==> config.mk <==
export PLATFORM = sky130hd
export DESIGN_NAME = rd_requester
export DESIGN_NICKNAME = d
export VERILOG_FILES = /design/src/rtl/rdq_pkg.sv /design/src/rtl/rdq_credit.sv /design/src/rtl/rdq_return.sv /design/src/rtl/rd_requester.sv
export SDC_FILE = /design/constraint.sdc
export NUM_CORES = 1
export LEC_CHECK = 0
export BUFFER_PORTS_ARGS = -buffer_cell sky130_fd_sc_hd__buf_4
export CORE_UTILIZATION = 42
export DETAILED_ROUTE_END_ITERATION = 8
export GPL_TIMING_DRIVEN = 0
export HOLD_SLACK_MARGIN = 0.02
export PLACE_DENSITY = 0.77
export SLEW_MARGIN = 10
export SYNTH_ARGS = -nofsm -noshare
export SYNTH_HDL_FRONTEND = slang
export SYNTH_HIERARCHICAL = 1
export SYNTH_SLANG_ARGS = --single-unit
==> constraint.sdc <==
create_clock -name clk -period 3.2 [get_ports clk]
set_input_delay 0.96 -clock clk [delete_from_list [all_inputs] [get_ports clk]]
set_output_delay 0.96 -clock clk [all_outputs]
set_load 0.1 [all_outputs]
==> src/rtl/rdq_pkg.sv <==
package rdq_pkg;

    typedef enum logic [1:0] {
        RET_NONE  = 2'd0,
        RET_GOOD  = 2'd1,
        RET_STRAY = 2'd2
    } ret_kind_e;

    function automatic int unsigned credit_limit(input int unsigned max_out, input bit blocking);
        return blocking ? 1 : max_out;
    endfunction

    function automatic ret_kind_e classify_return(input logic wen, input logic none_out);
        if (!wen)
            return RET_NONE;
        else if (none_out)
            return RET_STRAY;
        else
            return RET_GOOD;
    endfunction

endpackage

==> src/rtl/rdq_credit.sv <==
module rdq_credit #(
    parameter int unsigned LIMIT = 4,
    parameter int unsigned CNT_W = 3,
    parameter bit          REUSE = 1'b1
) (
    input  logic             clk,
    input  logic             rst,
    input  logic             issue,
    input  logic             ret_take,
    output logic             ready,
    output logic             none_out,
    output logic [CNT_W-1:0] count
);
    localparam logic [CNT_W-1:0] LIM_V = CNT_W'(LIMIT);

    logic below_lim;

    assign none_out  = (count == '0);
    assign below_lim = (count < LIM_V);

    generate
        if (REUSE) begin : g_reuse
            assign ready = below_lim || ret_take;
        end else begin : g_block
            assign ready = below_lim;
        end
    endgenerate

    always_ff @(posedge clk) begin
        if (rst) begin
            count <= '0;
        end else begin
            case ({issue, ret_take})
                2'b10:   count <= count + 1'b1;
                2'b01:   count <= count - 1'b1;
                default: count <= count;
            endcase
        end
    end

endmodule

==> src/rtl/rdq_return.sv <==
module rdq_return
    import rdq_pkg::*;
#(
    parameter int unsigned DATA_W = 16
) (
    input  logic              clk,
    input  logic              rst,
    input  ret_kind_e         kind,
    input  logic [DATA_W-1:0] word,
    output logic              out_valid,
    output logic [DATA_W-1:0] out_data,
    output logic              err
);

    always_ff @(posedge clk) begin
        if (rst) begin
            out_valid <= 1'b0;
            out_data  <= '0;
            err       <= 1'b0;
        end else begin
            out_valid <= (kind == RET_GOOD);
            if (kind == RET_GOOD)
                out_data <= word;
            if (kind == RET_STRAY)
                err <= 1'b1;
        end
    end

endmodule

==> src/rtl/rd_requester.sv <==
module rd_requester
    import rdq_pkg::*;
#(
    parameter int unsigned ADDR_W   = 16,
    parameter int unsigned DATA_W   = 16,
    parameter int unsigned MAX_OUT  = 4,
    parameter bit          BLOCKING = 1'b0
) (
    input  logic              clk,
    input  logic              rst,
    input  logic              cmd_valid,
    input  logic [ADDR_W-1:0] cmd_addr,
    output logic              cmd_ready,
    output logic              bus_req,
    output logic [ADDR_W-1:0] bus_addr,
    input  logic              bus_wen,
    input  logic [DATA_W-1:0] bus_data,
    output logic              out_valid,
    output logic [DATA_W-1:0] out_data,
    output logic              proto_err
);
    localparam int unsigned LIMIT = credit_limit(MAX_OUT, BLOCKING);
    localparam int unsigned CNT_W = $clog2(LIMIT + 1);

    logic             none_out;
    logic [CNT_W-1:0] outstanding;
    ret_kind_e        kind;

    assign kind     = classify_return(bus_wen, none_out);
    assign bus_req  = cmd_valid && cmd_ready;
    assign bus_addr = cmd_addr;

    rdq_credit #(
        .LIMIT (LIMIT),
        .CNT_W (CNT_W),
        .REUSE (!BLOCKING)
    ) u_credit (
        .clk      (clk),
        .rst      (rst),
        .issue    (bus_req),
        .ret_take (kind == RET_GOOD),
        .ready    (cmd_ready),
        .none_out (none_out),
        .count    (outstanding)
    );

    rdq_return #(
        .DATA_W (DATA_W)
    ) u_return (
        .clk       (clk),
        .rst       (rst),
        .kind      (kind),
        .word      (bus_data),
        .out_valid (out_valid),
        .out_data  (out_data),
        .err       (proto_err)
    );

endmodule

# == Word-level counts from Yosys, hierarchy flattened ==
# Index checks and enable logic that the tools add are counted.
# word_totals
regBits,21
romBits,0
mem_bits_rw,0
latchBits,0
n_memories,0
# classes
n_div,0
multipliers,0
order_cmp,1
eq_ne,4
n_addsub,2
n_mux,3
n_reduce_logical,4
bitwise_logic,0
shift,0
# op_table
op,count
one-hot mux 3 bit (2 select lines),1
"== test 2 x 1 -> 1 bit, second input constant",2
"== test 2 bit, second input constant",2
2-to-1 mux 2 bit,2
"adder 3 x 1 -> 3 bit, second input constant",1
zero test 3 bit,1
"< comparator 3 bit, second input constant",1
"subtractor 3 x 1 -> 3 bit, second input constant",1
nonzero test 2 bit,1
logical AND 1 bit,1
logical OR 1 bit,1

# == Longest topological paths before layout ==
# depth
ltp_word,8
mapped_depth,11
mapped_depth_nobuf,11

# == Modules after synthesis ==
# The synthesis kept the hierarchy.
# by_module_without_submodules
mod,cells_per_inst,area_each_um2,n_inst
rdq_return,77,824.5,1
rdq_credit,20,168.9,1
rd_requester,19,142.6,1

# == Worst setup path after synthesis ==
# Ideal clock, no wire load.
# synth_timing
path_type,input to register
from,input bus_wen
to,register u_credit.count[2]
cell_stages,10
setup_time_ns,0.070
t_arrival_ns,3.931
setup_slack_ns,-0.801
cell_sequence,and2b_2 > nand2b_1 > and2_1 > inv_1 > ha_1 > inv_1 > fa_1 > xor2_1 > or3_1 > a21oi_1
# synth_via
elab_chain_len,6
elab_cells_between_ends,8
cone_classes,3 x eq/ne; 2 x mux; 3 x reduce/logical
# synth_lines
item,line,text
"start, declared",rd_requester.sv:16,"input logic bus_wen,"
2-to-1 mux 2 bit (*),rdq_pkg.sv:14,if (!wen)
== test 2 x 1 -> 1 bit (*),rd_requester.sv:41,".ret_take (kind == RET_GOOD),"
logical OR 1 bit (*),rdq_credit.sv:23,assign ready = below_lim || ret_take;
net cmd_ready,rd_requester.sv:13,"output logic cmd_ready,"
logical AND 1 bit (*),rd_requester.sv:30,assign bus_req = cmd_valid && cmd_ready;
net bus_req,rd_requester.sv:14,"output logic bus_req,"
== test 2 x 1 -> 1 bit or == test 2 bit (tied branches),rdq_credit.sv:33,"case ({issue, ret_take})"
one-hot mux 3 bit (2 select lines) or nonzero test 2 bit (tied branches),--,
"end signal, assigned",rdq_credit.sv:34,2'b10: count <= count + 1'b1;
"end signal, assigned",rdq_credit.sv:35,2'b01: count <= count - 1'b1;
"end signal, assigned",rdq_credit.sv:36,default: count <= count;
"end, declared",rdq_credit.sv:12,output logic [CNT_W-1:0] count
# Mark *: on every way through the listed nets, which the timed path passes. The rest lies on a longest branch.
# A chain may end at the register's enable or synchronous reset.

# == Worst setup path in the final report ==
# layout_timing
from,input bus_wen
to,output bus_req
# layout_via
elab_chain_len,4
# layout_lines
item,line,text
2-to-1 mux 2 bit,rdq_pkg.sv:14,
net kind[0],rd_requester.sv:27,ret_kind_e kind;
== test 2 x 1 -> 1 bit,rd_requester.sv:41,
logical OR 1 bit,rdq_credit.sv:23,
logical AND 1 bit,rd_requester.sv:30,
"end, declared",rd_requester.sv:14,
# The timed path passes the listed nets, and every way through them passes these cells.

==> run_results.csv <==
group,metric,value,unit
cts,cts_resized,0,
status,status,"finished, final reports clean",
global_route,grt_remaining_overflow,0,
timing,tightest_slew,0.372,ns
hold_path,min_to,"u_return/err",
final_layout,nNetsFinal,214,
timing,setup-tns-final,0,ns
drt,vias,1012,
hold_path,whs_path_depth,2,
floorplan,die_h,54.0,microns
yosys,synth_nets,154,
yosys,ys_ff_latch,21,
setup_path,critical_path_class,"in -> out",
placement,placed_cell_area,1600,sq um
timing,fin_crit,2.83,ns
cts,insertion_delay,0.30,ns
final_layout,syn_to_final_growth,42.8,%
setup_path,slowest_stage,"buf_4",
hold_path,min_from,"u_return/err",
yosys,syn_inst,116,
global_route,grt_pass1_vias,877,
global_route,grt_max_degree,12,
drt,wire_per_inst,12.5,microns
drt,drt_iter0_drc,8,
floorplan,ios,72,
cts,cts_tree,"yes",
cts,cts_buffer_depth,2,
floorplan,die_w,54.0,microns
drt,drc,0,
final_layout,n_antenna_cell,0,
power_and_ir_drop,p_total,0.00145,W
global_route,grt_first_pass_wirelength,3880,microns
setup_path,r2r-end,"u_credit/count[2]",
yosys,synth_area,1140,sq um
timing,finalHoldViolations,0,
final_layout,final_common_cell,"buf_4",
cts,cts_hold_buffers,0,
final_layout,final_cell_mix,"71 x buf_4, 21 x dfxtp_1, 17 x nand2b_1",
cts,cts_max_level,1,
run,cap_violations,0,
timing,max_slew_margin,0.752,
drt,wirelength,2570,microns
placement,hpwl,1940,microns
cts,cts_buffers,3,
floorplan,initial_core_util,0.450,
setup_path,critPathMaxStageDelay,0.28,ns
timing,finalMaxSlewViolations,0,
setup_path,cp_data_required_time,2.24,ns
floorplan,placeableCoreArea,2520,sq um
setup_path,reg2reg_depth,11,
setup_path,startpoint_type,"primary input",
setup_path,rrSetupSlack,0.63,ns
timing,finalHoldWorstSlack,0.454,ns
setup_path,arrival,1.87,ns
floorplan,fp.dieArea,2920,sq um
placement,portBuffers,55,
power_and_ir_drop,powerDensity,892,nW/um^2
yosys,ys_seq_area_frac,0.370,
setup_path,worst_path_most_repeated_cell,"buf_4",
cts,clk_pin_slew_worst_paths,0.11,ns
placement,gp_congestion,0.708,
global_route,track_usage,0.185,
setup_path,cp_max_fo,11,
cts,cts.sinks,21,
hold_path,hold_class,"reg -> reg",
final_layout,drive_gt1_frac,0.520,
power_and_ir_drop,p_leak,0.721,nW
timing,rsz0062_at_grt,"no",
setup_path,r2r_start,"u_credit/count[2]",
drt,drt_pre_antenna_iters,4,
drt,ant_nets,0,
yosys,ys_types,23,
yosys,yosys_warnings,6,
yosys,syn_area_per_cell,9.79,sq um
setup_path,crit_path_end_kind,"output port",
power_and_ir_drop,irDropWorstVdd,0.568,mV
global_route,antenna_found_initial,0,
timing,max_freq,0.353,GHz
floorplan,rows,18,
timing,finalCritPeriodShare,0.885,
final_layout,stdcell_area,1620,sq um
drt,viasPerCell,4.94,
timing,setup_viol,0,
cts,cts_setup_buffers,0,
cts,root_buffer,"clkbuf_4",
setup_path,cp_cell_sequence,"buf_4 > and2b_2 > nand2b_4 > and2_4 > buf_4",
timing,finClkSkew,0.00706,ns
synth_stat cells (all sizes together):
cell type   n  area [sq um]
or3         1          6.26
and2        2          13.8
inv         5          18.8
clkbuf      4          15.0
o21ai      17           123
nor3        1          5.00
dfxtp      21           420
nand4bb    16           180
and2b       2          18.8
nand2b     18           113
fa          1          20.0
xor2        2          17.5
nor2        3          11.3
ha          1          12.5
a21oi       3          15.0
buf        18           140
nor2b       1          6.26
worst max path at each step:
stage | slack [ns] | startpoint | end | cells past startpoint
2_1_floorplan | 0.08 | bus_wen | u_credit/count[2] | 10
3_5_place_dp | 0.17 | bus_wen | u_credit/count[2] | 11
4_1_cts | 0.37 | bus_wen | bus_req | 5
3_3_place_gp | 0.27 | bus_wen | u_credit/count[2] | 11
6_report | 0.37 | bus_wen | bus_req | 5
5_1_grt | 0.33 | bus_wen | bus_req | 5
critical path, delay by kind of cell:
kind	cells	cell delay, ns
buffers and inverters	2	0.36
AND/OR/NAND/NOR	3	0.56
registers in the layout, indices dropped and copies added (netlist names):
signal              count
u_return/out_data      16
u_return/out_valid      1
u_return/err            1
u_credit/count          3
per-stage QoR:
step                      instances  worst slack, ns   util
after floorplan                 116           0.0805      -
after global placement          201            0.274  0.633
after detailed placement        201            0.173  0.633
after CTS                       205            0.367  0.643
after global routing            205            0.333  0.643
final                           205            0.367  0.643
per-layer routing:
layer  share of wire  up-vias  track usage  routed length [microns]
li1                -      495            -                        -
met1            0.39      474        0.221                     1010
met2            0.54       39        0.333                     1390
met3           0.054        4       0.0282                      138
met4           0.012        0       0.0641                       32
met5               0        -            0                        0
where the power goes:
part	switching, W	internal (W)	leakage, nW
Combinational	0.000686	0.000268	0.535
Clock	0.0000801	0.0000484	0.0150
Sequential	0.0000394	0.000326	0.171
Total	0.000806	0.000642	0.721
kinds of logic after synthesis:
| group | share of synthesized area |
|---|---|
| buffers and inverters | 0.153 |
| AO/OA/AOI/OAI | 0.121 |
| adder cells (fa/ha/maj) | 0.0286 |
| XOR/XNOR | 0.0154 |
| flip-flops | 0.370 |
| AND/OR/NAND/NOR | 0.312 |
layout make-up:
cell class              count  area (sq um)
fillers                   220           900
multi-input cells          68           552
flip-flops and latches     21           420
repair buffers             55           413
plain buffers              22           155
well taps                  30          37.5
clock buffers               4          26.3
inverters                   5          18.8
Power figures use the tool's default switching activity.
